File: config.mk
export PLATFORM = sky130hd
export DESIGN_NAME = pix_word_unpacker
export DESIGN_NICKNAME = d
export VERILOG_FILES = /design/src/rtl/pwu_pkg.sv /design/src/rtl/pwu_cfg_guard.sv /design/src/rtl/pwu_beat_seq.sv /design/src/rtl/pwu_bus_format.sv /design/src/rtl/pix_word_unpacker.sv
export SDC_FILE = /design/constraint.sdc
export NUM_CORES = 1
export LEC_CHECK = 0
export ABC_AREA = 1
export BUFFER_PORTS_ARGS = -buffer_cell sky130_fd_sc_hd__buf_4
export CAP_MARGIN = 5
export CORE_UTILIZATION = 50
export DETAILED_ROUTE_END_ITERATION = 10
export PLACE_DENSITY = 0.76
export SYNTH_ARGS = -nofsm -noshare
export SYNTH_HDL_FRONTEND = slang
export SYNTH_SLANG_ARGS = --single-unit
File: constraint.sdc
create_clock -name clk -period 1.7 [get_ports clk]
set_input_delay 0.255 -clock clk [delete_from_list [all_inputs] [get_ports clk]]
set_output_delay 0.255 -clock clk [all_outputs]
set_load 0.005 [all_outputs]
File: src/rtl/pwu_pkg.sv
package pwu_pkg;
  localparam int WORD_W = 32;
  localparam int PIX_W  = 24;
  localparam int HALF_W = WORD_W / 2;
  localparam int BEAT_W = 2;
  localparam int CNT_W  = BEAT_W + 1;

  localparam logic [1:0] WL_PACKED = 2'd0;
  localparam logic [1:0] WL_SINGLE = 2'd3;
  localparam logic [1:0] BUS_16    = 2'd0;
  localparam logic [1:0] BUS_8     = 2'd1;
  localparam logic [1:0] BUS_18    = 2'd2;
  localparam logic [1:0] BUS_24    = 2'd3;
  localparam logic [3:0] MASK_PACKED = 4'hF;
  localparam logic [3:0] MASK_SINGLE = 4'h7;

  function automatic logic cfg_is_legal(input logic [1:0] wl, input logic [1:0] bw,
                                        input logic [3:0] mask);
    logic ok_packed, ok_single;
    ok_packed = (wl == WL_PACKED) && (mask == MASK_PACKED);
    ok_single = (wl == WL_SINGLE) && (mask == MASK_SINGLE) && (bw != BUS_8);
    return ok_packed || ok_single;
  endfunction

  function automatic logic [CNT_W-1:0] beats_for(input logic [1:0] wl, input logic [1:0] bw);
    if (wl == WL_SINGLE) return CNT_W'(1);
    else if (bw == BUS_8) return CNT_W'(4);
    else return CNT_W'(2);
  endfunction

  function automatic logic [PIX_W-1:0] widen_565(input logic [HALF_W-1:0] hw,
                                                 input logic [1:0] bw);
    logic [4:0] r, b;
    logic [5:0] g;
    r = hw[15:11];
    g = hw[10:5];
    b = hw[4:0];
    case (bw)
      BUS_18:  return {6'd0, r, r[4], g, b, b[4]};
      BUS_24:  return {r, r[4:2], g, g[5:4], b, b[4:2]};
      default: return {8'd0, hw};
    endcase
  endfunction

  function automatic logic [PIX_W-1:0] narrow_888(input logic [WORD_W-1:0] w,
                                                  input logic [1:0] bw);
    logic [7:0] r, g, b;
    r = w[23:16];
    g = w[15:8];
    b = w[7:0];
    case (bw)
      BUS_24:  return {r, g, b};
      BUS_18:  return {6'd0, r[7:2], g[7:2], b[7:2]};
      default: return {8'd0, r[7:3], g[7:2], b[7:3]};
    endcase
  endfunction
endpackage

File: src/rtl/pwu_cfg_guard.sv
module pwu_cfg_guard
  import pwu_pkg::*;
(
  input  logic       clk,
  input  logic       rst_n,
  input  logic [1:0] wl,
  input  logic [1:0] bw,
  input  logic [3:0] mask,
  output logic       illegal_now,
  output logic       err_q
);
  assign illegal_now = !cfg_is_legal(wl, bw, mask);

  always_ff @(posedge clk) begin
    if (!rst_n) err_q <= 1'b0;
    else        err_q <= illegal_now;
  end
endmodule

File: src/rtl/pwu_beat_seq.sv
module pwu_beat_seq
  import pwu_pkg::*;
(
  input  logic              clk,
  input  logic              rst_n,
  input  logic              in_valid,
  input  logic [WORD_W-1:0] in_data,
  output logic              in_ready,
  input  logic              drop,
  input  logic [1:0]        wl,
  input  logic [1:0]        bw,
  output logic [WORD_W-1:0] word_q,
  output logic [BEAT_W-1:0] beat_q,
  output logic [1:0]        wl_q,
  output logic [1:0]        bw_q,
  output logic              busy,
  output logic              last_beat,
  output logic              accept_evt
);
  logic [CNT_W-1:0] nbeats_q;

  assign last_beat  = busy && ({1'b0, beat_q} == (nbeats_q - CNT_W'(1)));
  assign in_ready   = !busy || last_beat || drop;
  assign accept_evt = in_valid && in_ready && !drop;

  always_ff @(posedge clk) begin
    if (!rst_n) begin
      busy     <= 1'b0;
      beat_q   <= '0;
      nbeats_q <= CNT_W'(1);
      word_q   <= '0;
      wl_q     <= WL_PACKED;
      bw_q     <= BUS_16;
    end else if (drop) begin
      busy   <= 1'b0;
      beat_q <= '0;
    end else if (accept_evt) begin
      busy     <= 1'b1;
      beat_q   <= '0;
      nbeats_q <= beats_for(wl, bw);
      word_q   <= in_data;
      wl_q     <= wl;
      bw_q     <= bw;
    end else if (busy) begin
      if (last_beat) busy <= 1'b0;
      else           beat_q <= beat_q + BEAT_W'(1);
    end
  end
endmodule

File: src/rtl/pwu_bus_format.sv
module pwu_bus_format
  import pwu_pkg::*;
(
  input  logic [WORD_W-1:0] word_q,
  input  logic [BEAT_W-1:0] beat_q,
  input  logic [1:0]        wl_q,
  input  logic [1:0]        bw_q,
  output logic [PIX_W-1:0]  pix
);
  logic [HALF_W-1:0] hw_sel;
  logic [7:0]        byte_sel;

  always_comb begin
    if (bw_q == BUS_8) hw_sel = beat_q[1] ? word_q[WORD_W-1:HALF_W] : word_q[HALF_W-1:0];
    else               hw_sel = beat_q[0] ? word_q[WORD_W-1:HALF_W] : word_q[HALF_W-1:0];
    byte_sel = beat_q[0] ? hw_sel[15:8] : hw_sel[7:0];

    if (wl_q == WL_SINGLE)  pix = narrow_888(word_q, bw_q);
    else if (bw_q == BUS_8) pix = {16'd0, byte_sel};
    else                    pix = widen_565(hw_sel, bw_q);
  end
endmodule

File: src/rtl/pix_word_unpacker.sv
module pix_word_unpacker
  import pwu_pkg::*;
(
  input  logic              clk,
  input  logic              rst_n,
  input  logic              in_valid,
  input  logic [WORD_W-1:0] in_data,
  output logic              in_ready,
  input  logic [1:0]        cfg_word_len,
  input  logic [1:0]        cfg_bus_width,
  input  logic [3:0]        cfg_byte_mask,
  output logic              pix_valid,
  output logic [PIX_W-1:0]  pix_data,
  output logic              cfg_error
);
  logic              illegal_now;
  logic              drop_now;
  logic [WORD_W-1:0] word_q;
  logic [BEAT_W-1:0] beat_q;
  logic [1:0]        wl_q;
  logic [1:0]        bw_q;
  logic              busy;
  logic              last_beat;
  logic              accept_evt;

  pwu_cfg_guard u_guard (
    .clk(clk), .rst_n(rst_n),
    .wl(cfg_word_len), .bw(cfg_bus_width), .mask(cfg_byte_mask),
    .illegal_now(illegal_now), .err_q(cfg_error)
  );

  assign drop_now = illegal_now || cfg_error;

  pwu_beat_seq u_seq (
    .clk(clk), .rst_n(rst_n),
    .in_valid(in_valid), .in_data(in_data), .in_ready(in_ready),
    .drop(drop_now), .wl(cfg_word_len), .bw(cfg_bus_width),
    .word_q(word_q), .beat_q(beat_q), .wl_q(wl_q), .bw_q(bw_q),
    .busy(busy), .last_beat(last_beat), .accept_evt(accept_evt)
  );

  pwu_bus_format u_fmt (
    .word_q(word_q), .beat_q(beat_q), .wl_q(wl_q), .bw_q(bw_q),
    .pix(pix_data)
  );

  assign pix_valid = busy;
endmodule

* Word-level counts from Yosys, hierarchy flattened
Index checks and enable logic that the tools add are counted.
** Cells by class
- $add $sub $neg :: 2
- Eq/ne operators :: 10
- Mux-type cells :: 13
- Bitwise operators :: 3
- Reduce and logical (&&, ||, !) cells :: 18
** Operator list (count)
- 24-bit case mux with 2 select lines :: 2
- 16-bit two-way mux :: 3
- 24-bit two-way mux :: 2
- 2-bit == test (second input constant) :: 4
- 8-bit two-way mux :: 1
- 1-bit logical AND :: 6
- 3-bit two-way mux :: 2
- 2-bit by 1-bit == test with 1-bit output (second input constant) :: 2
- 4-bit by 3-bit == test with 1-bit output (second input constant) :: 1
- 4-bit == test (second input constant) :: 1
- 1-bit logical OR :: 4
- 2-bit AND reduction :: 2
- 2-bit by 3-bit == test with 1-bit output :: 1
- 1-bit logical NOT :: 3
- 1-bit two-way mux :: 3
- 1-bit NOT :: 3
- 3-bit OR reduction :: 1
- 3-bit by 1-bit subtractor with 3-bit output (second input constant) :: 1
- 2-bit by 1-bit adder with 2-bit output (second input constant) :: 1
- 2-bit logical NOT :: 1
- 2-bit by 1-bit != test with 1-bit output (second input constant) :: 1
- 2-bit OR reduction :: 1
** Word-level totals
- Flip-flop bits (word level) :: 43
- Bits of input ports :: 43
- Output and inout bits :: 27
- Word-level logic and storage cells :: 53

* Logic depth before layout (Yosys ltp)
- Depth in word-level cells :: 10
- Mapped depth :: 12
- Mapped depth without buffers :: 11

* By module
A second synthesis with hierarchy kept.
** Unflattened totals
- Cell total of the unflattened synthesis :: 660
- Area total of the unflattened synthesis :: 3562.2 sq um
** By module, submodules not included
- pwu_beat_seq :: times used 1, cells an instance 285, area each 1850.5 sq um, sequential area each 840.8 sq um
- pwu_bus_format :: times used 1, cells an instance 357, area each 1619.1 sq um, sequential area each 0.0 sq um
- pwu_cfg_guard :: times used 1, cells an instance 15, area each 81.3 sq um, sequential area each 20.0 sq um
- pix_word_unpacker :: times used 1, cells an instance 3, area each 11.3 sq um, sequential area each 0.0 sq um

* Least setup slack after synthesis
No wires, ideal clock.
- Path kind :: flip-flop to flip-flop
- Start point :: register u_seq.nbeats_q[0]
- End point :: register u_seq.word_q[20]
- Setup time :: 0.113 ns
- Arrival :: 1.531 ns
- Data required time :: 1.587 ns
- Setup slack :: 0.056 ns
- Cell stages (with the launch flop) :: 13
- Path buffers :: 2
- Clock period less this slack :: 1.644 ns
- Cells stage by stage :: dfxtp_1 > inv_1 > ha_1 > nand2_1 > inv_1 > nor2_1 > nand3_2 > nand2_2 > buf_6 > buf_4 > nand4_1 > nand2_1 > nor2_1
** Between the ends
- Word-level cells in the longest chain between the ends :: 8
** Ends and longest elaborated chain
- start: declaration :: RTL line pwu_beat_seq.sv:20 : logic [CNT_W-1:0] nbeats_q;
- start signal: assignment :: RTL line pwu_beat_seq.sv:40 : nbeats_q <= beats_for(wl, bw);
- 3-bit by 1-bit subtractor with 3-bit output :: RTL line pwu_beat_seq.sv:22 : assign last_beat = busy && ({1'b0, beat_q} == (nbeats_q - CNT_W'(1)));
- 2-bit by 3-bit == test with 1-bit output :: RTL line pwu_beat_seq.sv:22
- 1-bit logical AND :: RTL line pwu_beat_seq.sv:22
- 1-bit logical OR (2 in series) :: RTL line pwu_beat_seq.sv:23 : assign in_ready = !busy || last_beat || drop;
- 1-bit logical AND (2 in series) :: RTL line pwu_beat_seq.sv:24 : assign accept_evt = in_valid && in_ready && !drop;
- 2-bit AND reduction (no source line)
- end signal: assignment :: RTL line pwu_beat_seq.sv:41 : word_q <= in_data;
- end: declaration :: RTL line pwu_beat_seq.sv:12 : output logic [WORD_W-1:0] word_q,
Every way passes these cells.
A chain may end at the register's enable or synchronous reset.

* Worst setup path in the final report
- Start point :: register u_seq.bw_q[1]
- End point :: output pix_data[14]
** Between the ends
- Word-level cells in the longest chain between the ends :: 5
- Elaborated cells between the ends (all ways) :: 8
- Classes of those cells :: eq/ne: 3; mux: 5
** Ends and longest elaborated chain
- start: declaration :: RTL line pwu_beat_seq.sv:15 : output logic [1:0] bw_q,
- start signal: assignment :: RTL line pwu_beat_seq.sv:43 : bw_q <= bw;
- 2-bit by 1-bit == test with 1-bit output :: RTL line pwu_bus_format.sv:14, pwu_bus_format.sv:19
- 16-bit two-way mux :: RTL line pwu_bus_format.sv:14 : if (bw_q == BUS_8) hw_sel = beat_q[1] ? word_q[WORD_W-1:HALF_W] : word_q[HALF_W-1:0];
- 24-bit case mux with 2 select lines :: RTL line pwu_pkg.sv:38 : case (bw)
- 24-bit two-way mux :: RTL line pwu_bus_format.sv:19 : else if (bw_q == BUS_8) pix = {16'd0, byte_sel};
- 24-bit two-way mux * :: RTL line pwu_bus_format.sv:18 : if (wl_q == WL_SINGLE) pix = narrow_888(word_q, bw_q);
- end: declaration :: RTL line pix_word_unpacker.sv:13 : output logic [PIX_W-1:0] pix_data,
Every way passes the cells marked *; elsewhere a longest branch is shown, timed or not.

==> flow_metrics.py <==
metrics = {
    "clock_network": {
        "clock_tree.root_cell": "clkbuf_8",
        "clkSinkCount": 43,
        "postCtsHoldBufs": 0,
        "cts_max_level": 2,
        "tritoncts": "built",
        "cts_max_path_buffers": 2,
        "clk_pin_slew_ns": 0.08,
        "clkLatencyLatePin_ns": 0.30,
        "cts_buffers": 5,
    },
    "global_route": {
        "antenna_found_initial": 0,
        "grt_max_degree": 37,
        "gr-total-overflow": 0,
        "grtUsageTotal": 0.349,
        "grt_pass1_vias": 4335,
        "grt_pass1_wl_um": 20600,
    },
    "worst_hold_path": {
        "worstHoldPathType": "in -> reg",
        "min-delay-start": "rst_n",
    },
    "die": {
        "core-area_um2": 6830,
        "rows": 30,
        "top_level_ports": 70,
        "dieArea_um2": 7450,
        "die_w_um": 86.3,
        "initial_core_util": 0.520,
        "fp.dieH_um": 86.3,
    },
    "detailed_routing": {
        "wire_per_inst_um": 17.1,
        "vias": 4945,
        "routed_wl_um": 14400,
        "viasPerCell": 5.87,
        "drc": 0,
        "first_pass_iters": 7,
        "drt_iter0_drc": 476,
        "ant_nets": 0,
    },
    "outcome": {
        "status": "complete, but fails checks",
        "violations": "negative setup slack",
    },
    "setup_path": {
        "cp_common_cell": "nand2_1",
        "crit_type": "reg -> out",
        "cp_max_fo": 6,
        "crit_chain": "inv_4 > nand2_4 > buf_6 > o211ai_1 > o21ai_1 > buf_4 > nand2_1 > nand3_2 > nand2_1 > nand2_1 > buf_6",
        "crit_start": "u_seq.bw_q[1]",
        "rr_startpoint": "u_seq.nbeats_q[0]",
        "end_kind": "output port",
        "crit_path_start_kind": "flip-flop",
        "required_ns": 1.44,
        "cp_data_arrival_time_ns": 1.79,
        "slowest_delay_ns": 0.41,
        "slowest_stage": "dfxtp_4",
    },
    "timing": {
        "slew_headroom": 0.759,
        "fin_ws_ns": -0.346,
        "hold_viol_final": 0,
        "slew_violations": 0,
        "finalCriticalPeriod_ns": 2.05,
        "setup_tns_ns": -8.45,
        "finalSetupViolations": 63,
        "fin_skew_ns": 0.00613,
        "rsz0062_at_grt": "true",
        "timing.fmax_mhz": 489,
        "hold_slack_ns": 0.168,
        "worstMarginPinSlew_ns": 0.362,
        "finalCritPeriodShare": 1.20,
    },
    "place": {
        "portBuffers": 69,
        "dp_cells": 822,
        "globalplace.congestion": 1.00,
        "dp_hpwl_um": 9240,
    },
    "power_and_ir_drop": {
        "p_int_mw": 1.49,
        "irDropWorstVdd_mv": 0.355,
        "power.share.clock": 0.332,
        "power.share.combinational": 0.160,
        "p_sw_frac": 0.266,
        "p_per_area_nw_per_um2": 365,
        "p_switching_mw": 0.538,
        "p_leak_nw": 2.70,
        "seqPwrFrac": 0.508,
    },
    "yosys": {
        "netlist_area_um2": 3550,
        "avgSynthCellArea_um2": 5.63,
        "async_flop_share": 0,
        "synth_top_area_share": 0.242,
        "yosysSeqAreaShare": 0.242,
        "syn_inst": 631,
        "synth_top_area_cell": "dfxtp_1",
        "synth-edff-count": 0,
        "synth_warnings": 0,
        "ys.flop_type": "dfxtp_1",
        "synth_nets": 675,
        "ys_types": 32,
        "ys_ff_latch": 43,
        "ys_top_cells_by_area": "dfxtp_1, nand2_1, nor2_1",
    },
    "run": {
        "drv_cap": 0,
    },
    "finish": {
        "final_common_cell": "nand2_1",
        "drive_gt1_frac": 0.371,
        "n_antenna_cell": 0,
        "final_cell_mix": "nand2_1, buf_4, inv_1",
        "num-nets-final": 791,
        "syn_to_final_growth_pct": 56.3,
        "fin_cells": 843,
    },
}
worst max-delay path: cells and delay by family, from the launching register on:
kind,cells,cell delay [ns]
and+or+nand+nor,5,0.34
AOI/OAI and AO/OA,2,0.26
DFF,1,0.41
buffers and inverters,4,0.48
power groups by stage:
stage          Combinational, mW  Sequential, mW  Clock (mW)
6_report                   0.323            1.03       0.673
5_1_grt                    0.348            1.03       0.715
4_1_cts                    0.278            1.03       0.664
3_5_place_dp               0.268            1.05           0
3_3_place_gp               0.263            1.05           0
2_1_floorplan              0.137            1.05           0
synth_stat cells (2+ instances only):
| library cell | instances |
|---|---|
| nand2_1 | 183 |
| nor2_1 | 104 |
| inv_1 | 74 |
| nand3_1 | 49 |
| dfxtp_1 | 43 |
| o21ai_0 | 38 |
| nand4_1 | 35 |
| buf_2 | 17 |
| a21oi_1 | 14 |
| o211ai_1 | 14 |
| clkbuf_1 | 10 |
| buf_1 | 7 |
| o221ai_1 | 7 |
| o22ai_1 | 7 |
| buf_6 | 5 |
| a21boi_0 | 3 |
| buf_4 | 3 |
| a31oi_1 | 2 |
| inv_2 | 2 |
| nand3_2 | 2 |
cell type report:
class	instances	area, um^2
repair buffers	151	1460
well taps	96	120
clock buffers	6	82.6
inverters	77	304
fillers	467	1280
flip-flops and latches	43	878
clock inverters	1	5.00
multi-input cells	469	2700
timing repair:
| item | 4_1_cts | 5_1_grt |
|---|---|---|
| setup endpoints to repair | 59 | 67 |
| pin swaps | 21 | 76 |
| resized for setup | 83 | 141 |
| buffers inserted | 2 | 6 |
| cloned | 3 | 4 |
flip-flops by register name (all words and copies together) (netlist names):
name,flops
u_seq.bw_q,2
u_seq.wl_q,2
u_seq.word_q,32
u_guard.err_q,1
u_seq.nbeats_q,3
u_seq.beat_q,2
u_seq.busy,1
metal layers:
layer  up-vias  routed length [um]  global-route usage
met4         0                 604               0.159
li1       2278                   -                   -
met2       355                6770               0.553
met5         -                   0                   0
met3        64                1380              0.0733
met1      2248                5670               0.455
cell families (layout without fill, tap and decap cells):
group                    Yosys count  count (layout)  share of synthesized area
AO/OA/AOI/OAI                     88              88                      0.148
XOR/XNOR                           1               1                    0.00247
adder cells (fa/ha/maj)            1               1                    0.00352
buffers and inverters            119             235                      0.147
flip-flops                        43              43                      0.242
AND/OR/NAND/NOR                  379             379                      0.457
per-stage QoR:
| stage | cell area (um^2) | util | power (mW) | worst slack [ns] |
|---|---|---|---|---|
| floorplan | 3550 | - | 1.19 | 0.0560 |
| global placement | 4540 | 0.664 | 1.32 | -0.153 |
| detailed placement | 4540 | 0.664 | 1.32 | -0.0857 |
| CTS | 4890 | 0.716 | 1.97 | -0.251 |
| global route | 5550 | 0.813 | 2.09 | -0.411 |
| finish | 5550 | 0.813 | 2.03 | -0.346 |
path summary, 6_finish.rpt:
path                                     endpoint  slack [ns]  cells after the start
worst max-delay path                 pix_data[14]       -0.35                     11
worst min-delay path            u_seq.nbeats_q[0]        0.17                      2
worst max register to register   u_seq.word_q[28]       -0.12                     11
worst min register to register   u_seq.word_q[11]        0.50                      2
No activity file was read; power rests on OpenSTA's default activity.
